<file path="config.mk">
export PLATFORM = sky130hd
export DESIGN_NAME = vec_irq_ctrl
export DESIGN_NICKNAME = d
export VERILOG_FILES = /design/src/rtl/irq_ctl_pkg.sv /design/src/rtl/xpin_sync.sv /design/src/rtl/xctl_reg.sv /design/src/rtl/prio_pick.sv /design/src/rtl/vec_irq_ctrl.sv
export SDC_FILE = /design/constraint.sdc
export NUM_CORES = 1
export LEC_CHECK = 0
export ABC_AREA = 1
export BUFFER_PORTS_ARGS = -buffer_cell sky130_fd_sc_hd__buf_2
export CORE_MARGIN = 2
export CORE_UTILIZATION = 45
export CTS_CLUSTER_SIZE = 40
export DETAILED_ROUTE_END_ITERATION = 10
export PLACE_DENSITY = 0.78
export SYNTH_ARGS = -nofsm -noshare
export SYNTH_HDL_FRONTEND = slang
export SYNTH_SLANG_ARGS = --single-unit
</file>
<file path="constraint.sdc">
create_clock -name clk_i -period 2.2 [get_ports clk_i]
set_input_delay 0.22 -clock clk_i [delete_from_list [all_inputs] [get_ports clk_i]]
set_output_delay 0.22 -clock clk_i [all_outputs]
set_load 0.05 [all_outputs]
</file>
<file path="src/rtl/irq_ctl_pkg.sv">
package irq_ctl_pkg;
  localparam logic [7:0] VEC_BASE = 8'h03;

  // trig at bit 0 .. level at bit 3, per pin
  typedef struct packed {
    logic hi;
    logic en;
    logic flag;
    logic trig;
  } xpin_cfg_t;

  function automatic logic [7:0] vec_of(input logic [7:0] idx);
    return VEC_BASE + (idx << 3);
  endfunction
endpackage

</file>
<file path="src/rtl/xpin_sync.sv">
module xpin_sync #(
  parameter int STAGES = 2
) (
  input  logic clk_i,
  input  logic rst_ni,
  input  logic pin_ni,
  output logic low_o,
  output logic fall_o
);
  logic [STAGES-1:0] sync_q;
  logic              prev_q;

  always_ff @(posedge clk_i or negedge rst_ni) begin
    if (!rst_ni) begin
      sync_q <= '1;
      prev_q <= 1'b1;
    end else begin
      sync_q <= {sync_q[STAGES-2:0], pin_ni};
      prev_q <= sync_q[STAGES-1];
    end
  end

  assign low_o  = ~sync_q[STAGES-1];
  assign fall_o = prev_q & ~sync_q[STAGES-1];
endmodule

</file>
<file path="src/rtl/xctl_reg.sv">
module xctl_reg #(
  parameter int         NPIN = 2,
  parameter logic [7:0] BASE = 8'hC0,
  localparam int        W    = 4 * NPIN
) (
  input  logic            clk_i,
  input  logic            rst_ni,
  input  logic            byte_we_i,
  input  logic [7:0]      addr_i,
  input  logic [W-1:0]    wdata_i,
  input  logic            bit_we_i,
  input  logic [7:0]      bit_addr_i,
  input  logic            bit_val_i,
  input  logic [NPIN-1:0] fall_i,
  input  logic [NPIN-1:0] low_i,
  input  logic [NPIN-1:0] svc_i,
  output logic [W-1:0]    rdata_o,
  output logic [NPIN-1:0] req_o,
  output logic [NPIN-1:0] hi_o
);
  import irq_ctl_pkg::*;

  logic [W-1:0] ctl_q, ctl_d;

  always_comb begin
    ctl_d = ctl_q;
    if (byte_we_i && addr_i == BASE) ctl_d = wdata_i;
    for (int b = 0; b < W; b++)
      if (bit_we_i && bit_addr_i == BASE + 8'(b)) ctl_d[b] = bit_val_i;
    for (int p = 0; p < NPIN; p++) begin
      if (svc_i[p] && ctl_q[4*p])  ctl_d[4*p+1] = 1'b0;
      if (fall_i[p] && ctl_q[4*p]) ctl_d[4*p+1] = 1'b1; // hw set wins
    end
  end

  always_ff @(posedge clk_i or negedge rst_ni) begin
    if (!rst_ni) ctl_q <= '0;
    else         ctl_q <= ctl_d;
  end

  for (genvar p = 0; p < NPIN; p++) begin : g_pin
    xpin_cfg_t cfg, eff;
    assign cfg      = ctl_q[4*p +: 4];
    assign eff.trig = cfg.trig;
    assign eff.flag = cfg.trig ? cfg.flag : low_i[p];
    assign eff.en   = cfg.en;
    assign eff.hi   = cfg.hi;
    assign rdata_o[4*p +: 4] = eff;
    assign req_o[p] = eff.en & eff.flag;
    assign hi_o[p]  = eff.hi;
  end
endmodule

</file>
<file path="src/rtl/prio_pick.sv">
module prio_pick #(
  parameter int  N  = 8,
  localparam int IW = $clog2(N)
) (
  input  logic [N-1:0]  req_i,
  input  logic [N-1:0]  hi_i,
  input  logic          allow_lo_i,
  input  logic          allow_hi_i,
  output logic          valid_o,
  output logic          hi_o,
  output logic [IW-1:0] idx_o
);
  always_comb begin
    valid_o = 1'b0;
    hi_o    = 1'b0;
    idx_o   = '0;
    for (int i = N - 1; i >= 0; i--)
      if (allow_lo_i && req_i[i] && !hi_i[i]) begin
        valid_o = 1'b1;
        hi_o    = 1'b0;
        idx_o   = IW'(i);
      end
    // high level overrides any low pick
    for (int i = N - 1; i >= 0; i--)
      if (allow_hi_i && req_i[i] && hi_i[i]) begin
        valid_o = 1'b1;
        hi_o    = 1'b1;
        idx_o   = IW'(i);
      end
  end
endmodule

</file>
<file path="src/rtl/vec_irq_ctrl.sv">
module vec_irq_ctrl #(
  parameter int         NINT     = 6,
  parameter int         NPIN     = 2,
  parameter int         SYNC_STG = 2,
  parameter logic [7:0] CTL_ADDR = 8'hC0
) (
  input  logic            clk_i,
  input  logic            rst_ni,
  input  logic [NINT-1:0] src_req_i,
  input  logic [NINT-1:0] src_en_i,
  input  logic [NINT-1:0] src_hi_i,
  input  logic [NPIN-1:0] xpin_ni,
  input  logic            sfr_we_i,
  input  logic [7:0]      sfr_addr_i,
  input  logic [4*NPIN-1:0] sfr_wdata_i,
  input  logic            bit_we_i,
  input  logic [7:0]      bit_addr_i,
  input  logic            bit_val_i,
  input  logic            ack_i,
  input  logic            ret_i,
  output logic [4*NPIN-1:0] ctl_o,
  output logic            irq_o,
  output logic            irq_hi_o,
  output logic [7:0]      vec_o
);
  import irq_ctl_pkg::*;

  localparam int NSRC = NINT + NPIN;
  localparam int IW   = $clog2(NSRC);

  logic [NPIN-1:0] pin_low, pin_fall, pin_req, pin_hi, pin_svc;
  logic [NSRC-1:0] req_all, hi_all;
  logic [1:0]      ins_q, ins_d;   // [1] high, [0] low in service
  logic            pick_vld, pick_hi, take;
  logic [IW-1:0]   pick_idx;

  for (genvar p = 0; p < NPIN; p++) begin : g_sync
    xpin_sync #(.STAGES(SYNC_STG)) u_sync (
      .clk_i (clk_i),
      .rst_ni(rst_ni),
      .pin_ni(xpin_ni[p]),
      .low_o (pin_low[p]),
      .fall_o(pin_fall[p])
    );
    assign pin_svc[p] = take && pick_idx == IW'(NINT + p);
  end

  xctl_reg #(.NPIN(NPIN), .BASE(CTL_ADDR)) u_ctl (
    .clk_i     (clk_i),
    .rst_ni    (rst_ni),
    .byte_we_i (sfr_we_i),
    .addr_i    (sfr_addr_i),
    .wdata_i   (sfr_wdata_i),
    .bit_we_i  (bit_we_i),
    .bit_addr_i(bit_addr_i),
    .bit_val_i (bit_val_i),
    .fall_i    (pin_fall),
    .low_i     (pin_low),
    .svc_i     (pin_svc),
    .rdata_o   (ctl_o),
    .req_o     (pin_req),
    .hi_o      (pin_hi)
  );

  assign req_all = {pin_req, src_req_i & src_en_i};
  assign hi_all  = {pin_hi, src_hi_i};

  prio_pick #(.N(NSRC)) u_pick (
    .req_i     (req_all),
    .hi_i      (hi_all),
    .allow_lo_i(ins_q == 2'b00),
    .allow_hi_i(!ins_q[1]),
    .valid_o   (pick_vld),
    .hi_o      (pick_hi),
    .idx_o     (pick_idx)
  );

  assign take = pick_vld & ack_i;

  always_comb begin
    ins_d = ins_q;
    if (ret_i) begin
      if (ins_q[1]) ins_d[1] = 1'b0;
      else          ins_d[0] = 1'b0;
    end
    if (take) ins_d[pick_hi] = 1'b1;
  end

  always_ff @(posedge clk_i or negedge rst_ni) begin
    if (!rst_ni) ins_q <= 2'b00;
    else         ins_q <= ins_d;
  end

  assign irq_o    = pick_vld;
  assign irq_hi_o = pick_vld & pick_hi;
  assign vec_o    = pick_vld ? vec_of(8'(pick_idx)) : 8'h00;
endmodule

</file>
==> impl_results.md <==
* Leakage at 0.001029 uW
* Area grow syn2layout at 45.42%
* Met1 usage in global routing at 0.2411
* Vias in the first global route at approximately 1,400
* Clock transition at the registers of the reported paths at 0.10 ns
* Worst EP arrival at around 2.2 ns
* Fin crit period at approximately 2.4 ns
* DRT Wirelength at between 3000 and 4000 um
* PortBufs at 65
* Worst r2r dst: u_ctl.ctl_q[5]
* GR Layer Usage met3 at 0.02902
* Final std cells w/o fill at ~300
* Sequential area share after synthesis at 0.3111
* Seq cells post-synth at 16
* WP data required at between 1.5 and 2 ns
* Hold Path Class: in -> reg
* Worst setup SP type: flip-flop
* PD cells at between 700 and 800 nW/um^2
* Cell variety after synth at 32
* Die area at 3362 sq um
* Skew-Pair Late Insertion Delay at around 0.29 ns
* Vias per cell at between 5 and 6
* Most Crowded Layer GR: met2
* Design area at 1907 sq um
* Worst hold stages at 2
* Fmax at around 420 MHz
* Die outline height at around 58 um
* CTS tree: done
* CP max-delay cell: dfrtp_1
* Critical path type: reg -> out
* Total grt overflow at 0
* Post-route clock period utilization at 1.076
* R2R cell count at 19
* DRC Markers at 0
* Layout net count at ~320
* Placed Area at about 1600 sq um
* Core Footprint at roughly 2800 sq um
* Width of the die at between 50 and 60 um
* # rows at 19
* DR iter-0 viols at 67
* Worst path most repeated cell: nand2_1
* Largest net degree at the start of global routing at 17
* Clock Sinks at 16
* Max-cap check violation count at 0
* Status: finished, violations left
* Syn Inst Count at roughly 200
* Peak supply drop at 0.0007182 V
* Post-DRT Antenna Nets at 0
* Total vias in the final route at 1,525
* Syn_area_per_cell at around 6.7 sq um
* Worst Hold Launch: ret_i
* Failing checks: setup timing
* Synthesis warning total at 0
* Share of layout cells above drive strength 1 at 0.4779
* Final estimated routing congestion in global placement at about 0.85
* All-Layer GR Usage at 0.2100
* Max Slew Vio Count at 0
* Initial Util at 0.4755
* CP Cell Sequence: inv_2 > nand2_4 > nor2_4 > nand3_2 > nand2_1 > nand2_1 > nand2_1 > nand2_1 > nand2_1 > nand2_1 > nand2_1 > nand2_1 > nand2_1 > nand2_1 > nand2_1 > nand2_1 > nand2_1 > nand2_2 > nand2_2 > inv_2 > buf_6
* Clock buffer depth at 2
* CP Max Fanout at 4
* Io pins at 69
* Worst R2R Setup Slack at 0.06 ns
* Commonest non-fill, non-tap cell in the layout: buf_2
* Most frequent cells in the layout: buf_2 (58), nand2_1 (52), inv_1 (22)
* Post-DP HPWL at 2648 um
* CTS Buf Count at 3
* Initial antenna violation count at 0
* CP Capture Type: output pin
* Ant. Diodes at 0
* Pwr Total at around 1500 uW
* Global-route wire length before repair at between 5000 and 6000 um
* Final Hold Vio Count at 0
* GRT met2 Usage at 0.3945
* Setup ws final at -0.1668 ns
* H-tree levels at 1
* Synth Cell Area at approximately 1300 sq um
* Fin Clk Skew at about 0.0021 ns
* Clock root buffer: clkbuf_4
* Post-detailed-route wirelength per cell at 11.59 um
* RSZ-0062 raised after global routing: true
* Endpoints failing setup at 1
* Drt first pass iters at 4
* Worst R2R Start: u_ctl.ctl_q[0]
* Placed cell count at ~290
* Worst Hold Endpoint: ins_q[1]
* CP max stage delay at approximately 0.45 ns
## stage by stage
step / TNS [ns] / hold slack [ns] / utilization / worst slack, ns
after floorplan: 0 / -0.07559 / - / 0.006697
after global placement: 0 / 0.1454 / 0.5917 / 0.1532
after detailed placement: 0 / 0.1508 / 0.5917 / 0.1113
after CTS: -0.08996 / 0.005653 / 0.6275 / -0.08996
after global routing: -1.048 / 0.1527 / 0.6915 / -0.3431
final: -0.1668 / 0.1486 / 0.6915 / -0.1668
## Yosys cell counts, drive strengths merged
cell type	n	area share
a21oi	3	0.017
buf	11	0.063
clkinv	1	0.0029
conb	1	0.0029
dfrtp	10	0.19
dfstp	6	0.12
inv	30	0.088
nand2	61	0.19
nand3	9	0.038
nand4	9	0.064
nor2	25	0.089
nor3	8	0.034
nor3b	1	0.0057
nor4	2	0.0095
o211ai	1	0.0057
o21a	1	0.0057
o21ai	9	0.037
o22ai	7	0.033
o32ai	1	0.0067
## cell families after synthesis
logic type | after synthesis | synth area share
AOI/OAI and AO/OA | 22 | 0.1059
buffers and inverters | 42 | 0.1536
DFF | 16 | 0.3111
other | 1 | 0.002860
and+or+nand+nor | 115 | 0.4265
## worst max-delay path, delay by kind of cell, from the launching register on
family        cells  cell delay, ns
buf+inv           3            0.27
flops             1            0.45
simple gates     18            1.14
## layer usage
metal	up-vias	wire length, um
li1	781	-
met1	699	1470
met2	43	1836
met3	2	177
met4	0	28
met5	-	0
## where the power goes
part | switching (uW) | leakage (uW) | internal, uW
clock | 99.2 | 0.0000210 | 101
sequential | 53.1 | 0.000190 | 347
combinational | 528 | 0.000818 | 337
## final cells by class
type | instances | area (sq um)
fill | 255 | 850.8
multi-input combinational | 140 | 787.0
timing repair buffer | 81 | 516.7
sequential | 16 | 409.1
inverter | 31 | 118.9
tap | 31 | 38.79
clock buffer | 4 | 36.28
## sequential cells by signal, summed over array words and instances, names as in the netlist
register and cells:
g_sync.u_sync.prev_q 2, g_sync.u_sync.sync_q 4, ins_q 2, u_ctl.ctl_q 8
## how the worst max path moves through the flow
stage | from | end | slack (ns) | cells past startpoint
floorplan | u_ctl.ctl_q[0] | u_ctl.ctl_q[5] | 0.007 | 16
global placement | ins_q[1] | vec_o[3] | 0.15 | 20
detailed placement | ins_q[1] | vec_o[3] | 0.11 | 18
CTS | ins_q[0] | vec_o[3] | -0.09 | 21
global route | ins_q[0] | vec_o[3] | -0.34 | 21
finish | ins_q[0] | vec_o[3] | -0.17 | 21
## timing repair
| item | 4_1_cts | 5_1_grt |
|---|---|---|
| pin swaps | 2 | 16 |
| resized for setup | 8 | 33 |
| setup endpoints to repair | 1 | 8 |
| hold buffers | 1 | 2 |
| setup buffers | 4 | 7 |
| endpoints found under the hold margin | 10 | 2 |
(Power assumes the default switching activity.)
